`config.mk`:
```
export PLATFORM = sky130hd
export DESIGN_NAME = page_write_ctrl
export DESIGN_NICKNAME = d
export VERILOG_FILES = /design/src/rtl/pgwr_pkg.sv /design/src/rtl/pgbuf_datapath.sv /design/src/rtl/pgbuf_control.sv /design/src/rtl/page_write_ctrl.sv
export SDC_FILE = /design/constraint.sdc
export NUM_CORES = 1
export LEC_CHECK = 0
export CAP_MARGIN = 5
export CORE_MARGIN = 2
export CORE_UTILIZATION = 40
export CTS_CLUSTER_SIZE = 20
export DETAILED_ROUTE_END_ITERATION = 8
export GPL_ROUTABILITY_DRIVEN = 0
export SKIP_LAST_GASP = 1
export SLEW_MARGIN = 5
export SYNTH_ARGS = -nofsm -noshare
export SYNTH_HDL_FRONTEND = slang
export SYNTH_HIERARCHICAL = 1
export SYNTH_SLANG_ARGS = --single-unit
export TNS_END_PERCENT = 10
```
`constraint.sdc`:
```
create_clock -name clk -period 3.59 [get_ports clk]
set_clock_uncertainty 0.2 [all_clocks]
set_input_delay 0.718 -clock clk [delete_from_list [all_inputs] [get_ports clk]]
set_output_delay 0.718 -clock clk [all_outputs]
set_load 0.05 [all_outputs]
```
`src/rtl/pgwr_pkg.sv`:
```
package pgwr_pkg;

  // Strobes from the control FSM to the page datapath
  typedef struct packed {
    logic loadAddr;   // take row and pointer, clear loaded mask
    logic storeByte;  // write data at pointer, advance pointer
    logic clearMask;  // drop all loaded flags
    logic scanOn;     // commit scan active this cycle
  } pgStrobe_t;

  typedef enum logic [0:0] {
    ST_IDLE   = 1'b0,
    ST_COMMIT = 1'b1
  } pgState_e;

endpackage

```
`src/rtl/pgbuf_datapath.sv`:
```
module pgbuf_datapath
  import pgwr_pkg::*;
#(
  parameter int ADDR_W     = 11,
  parameter int DATA_W     = 8,
  parameter int PAGE_BYTES = 16
) (
  input  logic              clk,
  input  logic              rstN,
  input  pgStrobe_t         ctrl,
  input  logic [ADDR_W-1:0] wordAddr,
  input  logic [DATA_W-1:0] byteData,
  input  logic [$clog2(PAGE_BYTES)-1:0] scanIdx,
  output logic              maskAny,
  output logic [ADDR_W-$clog2(PAGE_BYTES)-1:0] pageRow,
  output logic              memWe,
  output logic [ADDR_W-1:0] memAddr,
  output logic [DATA_W-1:0] memData
);

  localparam int OFS_W = $clog2(PAGE_BYTES);
  localparam int ROW_W = ADDR_W - OFS_W;

  logic [ROW_W-1:0]      rowQ;
  logic [OFS_W-1:0]      ptrQ;
  logic [PAGE_BYTES-1:0] loadedQ;
  logic [DATA_W-1:0]     slotQ [PAGE_BYTES];

  // Row is frozen for the whole transaction; pointer wraps inside page
  always_ff @(posedge clk or negedge rstN) begin
    if (!rstN) begin
      rowQ <= '0;
      ptrQ <= '0;
    end else if (ctrl.loadAddr) begin
      rowQ <= wordAddr[ADDR_W-1:OFS_W];
      ptrQ <= wordAddr[OFS_W-1:0];
    end else if (ctrl.storeByte) begin
      ptrQ <= ptrQ + 1'b1;
    end
  end

  // Per-slot data and loaded flag
  always_ff @(posedge clk or negedge rstN) begin
    if (!rstN) begin
      loadedQ <= '0;
      for (int i = 0; i < PAGE_BYTES; i++) slotQ[i] <= '0;
    end else begin
      for (int i = 0; i < PAGE_BYTES; i++) begin
        if (ctrl.loadAddr || ctrl.clearMask) begin
          loadedQ[i] <= 1'b0;
        end else if (ctrl.storeByte && (ptrQ == OFS_W'(i))) begin
          loadedQ[i] <= 1'b1;
          slotQ[i]   <= byteData;
        end
      end
    end
  end

  assign maskAny = |loadedQ;
  assign pageRow = rowQ;

  // Commit port: one slot per scan cycle, skipped if never loaded
  assign memWe   = ctrl.scanOn & loadedQ[scanIdx];
  assign memAddr = {rowQ, scanIdx};
  assign memData = slotQ[scanIdx];

endmodule

```
`src/rtl/pgbuf_control.sv`:
```
module pgbuf_control
  import pgwr_pkg::*;
#(
  parameter int PAGE_BYTES   = 16,
  parameter int WRITE_CYCLES = 1000
) (
  input  logic      clk,
  input  logic      rstN,
  input  logic      addrLoad,
  input  logic      byteValid,
  input  logic      stopEvent,
  input  logic      wpIn,
  input  logic      maskAny,
  output pgStrobe_t ctrl,
  output logic [$clog2(PAGE_BYTES)-1:0] scanIdx,
  output logic      busy
);

  localparam int OFS_W = $clog2(PAGE_BYTES);
  localparam int CNT_W = $clog2(WRITE_CYCLES + 1);
  localparam logic [CNT_W-1:0] LAST_CNT = CNT_W'(WRITE_CYCLES - 1);
  localparam logic [CNT_W-1:0] SCAN_END = CNT_W'(PAGE_BYTES);

  pgState_e        stateQ;
  logic [CNT_W-1:0] cycleCntQ;
  logic            accept;
  logic            goBusy;
  logic            lastCycle;

  assign accept    = (stateQ == ST_IDLE);
  assign goBusy    = accept && stopEvent && !wpIn && maskAny;
  assign lastCycle = (stateQ == ST_COMMIT) && (cycleCntQ == LAST_CNT);

  always_comb begin
    ctrl           = '0;
    ctrl.loadAddr  = accept && addrLoad;
    ctrl.storeByte = accept && byteValid && !addrLoad && !stopEvent;
    // A STOP that starts no cycle (empty or protected) drops the buffer;
    // a finished cycle also leaves the buffer empty.
    ctrl.clearMask = (accept && stopEvent && !goBusy) || lastCycle;
    ctrl.scanOn    = (stateQ == ST_COMMIT) && (cycleCntQ < SCAN_END);
  end

  assign scanIdx = cycleCntQ[OFS_W-1:0];
  assign busy    = (stateQ == ST_COMMIT);

  always_ff @(posedge clk or negedge rstN) begin
    if (!rstN) begin
      stateQ    <= ST_IDLE;
      cycleCntQ <= '0;
    end else begin
      unique case (stateQ)
        ST_IDLE: begin
          if (goBusy) begin
            stateQ    <= ST_COMMIT;
            cycleCntQ <= '0;
          end
        end
        ST_COMMIT: begin
          if (lastCycle) begin
            stateQ    <= ST_IDLE;
            cycleCntQ <= '0;
          end else begin
            cycleCntQ <= cycleCntQ + 1'b1;
          end
        end
        default: stateQ <= ST_IDLE;
      endcase
    end
  end

endmodule

```
`src/rtl/page_write_ctrl.sv`:
```
module page_write_ctrl
  import pgwr_pkg::*;
#(
  parameter int ADDR_W       = 11,
  parameter int DATA_W       = 8,
  parameter int PAGE_BYTES   = 16,
  parameter int WRITE_CYCLES = 1000
) (
  input  logic              clk,
  input  logic              rstN,
  input  logic [ADDR_W-1:0] wordAddr,
  input  logic              addrLoad,
  input  logic [DATA_W-1:0] byteData,
  input  logic              byteValid,
  input  logic              stopEvent,
  input  logic              wpIn,
  output logic              busy,
  output logic              memWe,
  output logic [ADDR_W-1:0] memAddr,
  output logic [DATA_W-1:0] memData
);

  localparam int OFS_W = $clog2(PAGE_BYTES);
  localparam int ROW_W = ADDR_W - OFS_W;

  pgStrobe_t        ctrl;
  logic [OFS_W-1:0] scanIdx;
  logic             maskAny;
  logic [ROW_W-1:0] pageRow;

  pgbuf_control #(
    .PAGE_BYTES  (PAGE_BYTES),
    .WRITE_CYCLES(WRITE_CYCLES)
  ) u_ctrl (
    .clk      (clk),
    .rstN     (rstN),
    .addrLoad (addrLoad),
    .byteValid(byteValid),
    .stopEvent(stopEvent),
    .wpIn     (wpIn),
    .maskAny  (maskAny),
    .ctrl     (ctrl),
    .scanIdx  (scanIdx),
    .busy     (busy)
  );

  pgbuf_datapath #(
    .ADDR_W    (ADDR_W),
    .DATA_W    (DATA_W),
    .PAGE_BYTES(PAGE_BYTES)
  ) u_dp (
    .clk     (clk),
    .rstN    (rstN),
    .ctrl    (ctrl),
    .wordAddr(wordAddr),
    .byteData(byteData),
    .scanIdx (scanIdx),
    .maskAny (maskAny),
    .pageRow (pageRow),
    .memWe   (memWe),
    .memAddr (memAddr),
    .memData (memData)
  );

endmodule

```
Yosys cells after proc, flatten, opt, wreduce, memory -nomap -nowiden
Index checks and enable logic that the tools add are counted.
W data, S select, Z words.
{"block": "op_classes", "add_sub_neg": 2, "order_cmp": 3, "eq_ne": 17, "n_mux": 45, "bitwise_logic": 4, "reduce_logical": 67}
{"cell": "$mux W1", "n": 35}
{"cell": "$reduce_bool A2 Y1", "n": 17}
{"cell": "$bmux W8 S4", "n": 1}
{"cell": "$eq A4 B4 Y1 const B", "n": 8}
{"cell": "$reduce_and A2 Y1", "n": 16}
{"cell": "$logic_and A1 B1 Y1", "n": 26}
{"cell": "$mux W10", "n": 2}
{"cell": "$pmux W10 S2", "n": 1}
{"cell": "$eq A4 B3 Y1 const B", "n": 4}
{"cell": "$mux W8", "n": 2}
{"cell": "$reduce_or A16 Y1", "n": 1}
{"cell": "$add A10 B1 Y10 const B", "n": 1}
{"cell": "$eq A10 B10 Y1 const B", "n": 1}
{"cell": "$lt A10 B5 Y1 const B", "n": 1}
{"cell": "$eq A4 B2 Y1 const B", "n": 2}
{"cell": "$mux W4", "n": 2}
{"cell": "$ge A5 B5 Y1 const B", "n": 1}
{"cell": "$lt A4 B5 Y1 const B", "n": 1}
{"cell": "$not A4 Y5", "n": 1}
{"cell": "$add A4 B1 Y4 const B", "n": 1}
{"cell": "$bmux W1 S4", "n": 1}
{"cell": "$eq A4 B1 Y1 const B", "n": 1}
{"cell": "$logic_not A1 Y1", "n": 4}
{"cell": "$logic_not A4 Y1", "n": 1}
{"cell": "5 further kinds", "n": 7}
{"block": "word_totals", "register_bits": 166, "output_inout_bits": 21, "word_cells": 174}

Logic depth before layout (Yosys ltp)
{"block": "depth", "word_depth": 10, "mapped_depth": 9}

Modules after synthesis
The synthesis kept the hierarchy.
{"module": "pgbuf_datapath", "n_inst": 1, "cells_each": 466, "area_each_um2": 7183.1}
{"module": "pgbuf_control", "n_inst": 1, "cells_each": 73, "area_each_um2": 675.6}

Least setup slack after synthesis
No wires, ideal clock.
{"block": "synth_path", "path_type": "reg-to-output", "startpoint": "register u_ctrl.stateQ, in the netlist u_ctrl/busy", "endpoint": "output memWe", "arrival_time_ps": 2272, "required_time_ps": 2672, "slack_ps": 400, "stages_incl_launch_ff": 5, "cell_sequence": "dfrtp_1 or4b_1 nor4_1 nand2_1 o22ai_1"}
{"element": "start: declaration", "line": "pgbuf_control.sv:24", "rtl": "pgState_e stateQ;"}
{"element": "start signal: assignment", "line": "pgbuf_control.sv:49", "rtl": "stateQ <= ST_IDLE;"}
{"element": "start signal: assignment", "line": "pgbuf_control.sv:55", "rtl": "stateQ <= ST_COMMIT;"}
{"element": "start signal: assignment", "line": "pgbuf_control.sv:61", "rtl": "stateQ <= ST_IDLE;"}
{"element": "end: declaration", "line": "page_write_ctrl.sv:18", "rtl": "output logic memWe,"}

Worst setup path after layout
{"block": "layout_path", "startpoint": "register u_ctrl.cycleCntQ[1]", "endpoint": "output memData[1]"}
{"block": "layout_via", "elab_chain_cells": 4}
{"element": "start: declaration", "line": "pgbuf_control.sv:25", "rtl": "logic [CNT_W-1:0] cycleCntQ;"}
{"element": "start signal: assignment", "line": "pgbuf_control.sv:64", "rtl": "cycleCntQ <= cycleCntQ + 1'b1;"}
{"element": "$not A4 Y5 (not written as such)", "line": "pgbuf_datapath.sv:65", "rtl": "assign memData = slotQ[scanIdx];"}
{"element": "$bmux W8 S4", "line": "pgbuf_datapath.sv:65"}
{"element": "$mux W8 (not written as such) (2 in series)", "line": "pgbuf_datapath.sv:65"}
{"element": "end: declaration", "line": "page_write_ctrl.sv:20", "rtl": "output logic [DATA_W-1:0] memData"}
Every way passes these cells. The select of a mux whose other input is x is not followed.

==> results_dict.tcl <==
set metrics [dict create \
    status "finished, final reports clean" \
    cts_setup_buffers 0 \
    dpl-instance-area_um2 8620 \
    insertion_delay_ps 420 \
    cp-end-kind "output port" \
    avgSynthCellArea_um2 14.7 \
    tns_ps 0 \
    period_share 0.917 \
    dp_hpwl_mm 11.5 \
    viasPerCell 5.40 \
    crit_slowest_cell "buf_4" \
    synth_warnings 6 \
    post-route-min-period_ps 3290 \
    drt_iter0_drc 235 \
    wl_mm 17.6 \
    antenna_found_initial 0 \
    max_freq_mhz 304 \
    maxCapViolations 0 \
    syn_area_um2 7810 \
    finalNonFillerCells 868 \
    vias 4685 \
    first_global_vias 5048 \
    track_usage 0.186 \
    wl_per_cell_um 20.3 \
    crit_type "reg2out" \
    drive_gt1_frac 0.439 \
    clockRootBuffer "clkbuf_16" \
    required_ps 2670 \
    ir_worst_vdd_mv 0.434 \
    p_leak_nw 4.44 \
    final_max_slew_viol_count 0 \
    clk_pin_slew_worst_paths_ps 70 \
    setup_viol 0 \
    route.antenna.remaining_nets 0 \
    design.die.area_um2 20600 \
    critPathTopFamily "buffers and inverters" \
    dieHeight_um 144 \
    hold_class "in2async" \
    rsz0062_at_grt "false" \
    ff2ff_path_depth 8 \
    power_density_nw_per_um2 583 \
    cts_sinks 166 \
    io_buffers 45 \
    synth.net_count 562 \
    post_cts_resized 0 \
    first_pass_iters 4 \
    grt_start_max_net_pins 85 \
    critPathBufInv 2 \
    initial_core_util 0.404 \
    hold_viol 0 \
    cts-hold-fix-buffers 0 \
    regToRegSetupSlack_ps 620 \
    crit_fanout 39 \
    htreeDepth 4 \
    cts_made_buffers 17 \
    tightestPinTransition_ps 800 \
    rr_startpoint "u_ctrl/cycleCntQ[2]" \
    crit_chain "buf_4 -> mux4_2 -> a22oi_1 -> nand2_1 -> buf_4" \
    design_area_um2 9210 \
    ios 46 \
    relSlewSlack 0.467 \
    rows 51 \
    grt.overflow.total 0 \
    coreArea_um2 19300 \
    synthesis.instances 532 \
    dpl.cell_count 836 \
    num_antenna_cells 0 \
    chipWidth_um 144 \
    drc 0 \
    worst_setup_path_start_kind "flop" \
    layout.nets 620 \
    slowest_delay_ps 530 \
    crit_top_cell "buf_4" \
    reg2reg_to "u_dp/slotQ[28]" \
    clock_path_buffers 2 \
    cts_tree "built" \
    area_growth_syn_to_layout_pct 17.9 \
    grt_first_pass_wirelength_mm 28.9 \
    worstPathArrival_ps 2370 \
]
layer usage:
metal / GRT usage / up-vias / part of all wire
met5: 0 / - / 0
met2: 0.310 / 85 / 0.51
met3: 0.0283 / 14 / 0.038
li1: - / 2089 / -
met1: 0.254 / 2497 / 0.44
met4: 0.0547 / 0 / 0.013
sequential cells by signal, indices dropped and copies added (netlist names):
name              cells
u_ctrl/busy           1
u_dp/slotQ          128
u_dp/loadedQ         16
u_dp/pageRow          7
u_ctrl/cycleCntQ     10
u_dp/ptrQ             4
cell usage in the layout, fill, tap and decap left out, drive strengths merged, types with 2 or more instances in the layout:
master	count
mux4	34
clkbuf	19
a21o	16
nor4	5
buf	40
inv	10
mux2i	7
and3	3
mux2	136
clkinvlp	4
nor2	20
dfrtp	166
nor2b	7
a22o	3
clkinv	2
nand3b	3
a21oi	5
o22ai	3
xnor2	3
nand2	26
nand3	5
o211ai	2
nand2b	2
nand4	4
ha	5
o21ai	8
a22oi	17
and2	2
clkdlybuf4s50	34
worst max-delay path by stage:
| stage | start | end | cells past startpoint |
|---|---|---|---|
| 6_report | u_ctrl/cycleCntQ[1] | memData[1] | 5 |
| 3_5_place_dp | addrLoad | u_dp/slotQ[22] | 6 |
| 2_1_floorplan | u_ctrl/busy | memWe | 4 |
| 4_1_cts | u_ctrl/cycleCntQ[0] | memData[0] | 5 |
| 5_1_grt | u_ctrl/cycleCntQ[0] | memData[1] | 5 |
| 3_3_place_gp | stopEvent | u_dp/slotQ[10] | 7 |
cell type report:
cell class                      count  area, um^2
Fill cell                        1666       10100
Sequential cell                   166        4160
Multi-Input combinational cell    327        3450
Timing Repair Buffer               74         669
Clock buffer                       19         453
Tap cell                          265         332
Clock inverter                     13         133
Inverter                            4        15.0
report_power, final:
group	internal [W]	switching, W	leakage [nW]
Combinational	0.000578	0.000823	1.88
Clock	0.00101	0.000790	0.276
Sequential	0.00203	0.000130	2.28
metrics by stage:
step           hold slack [ps]  total power [W]   util  worst slack [ps]
2_1_floorplan              222          0.00321      -               400
3_3_place_gp               284          0.00359  0.446               521
3_5_place_dp               291          0.00361  0.446               419
4_1_cts                    176          0.00543  0.476               251
5_1_grt                    206          0.00562  0.476               145
6_report                   143          0.00536  0.476               298
(Power assumes the default switching activity.)
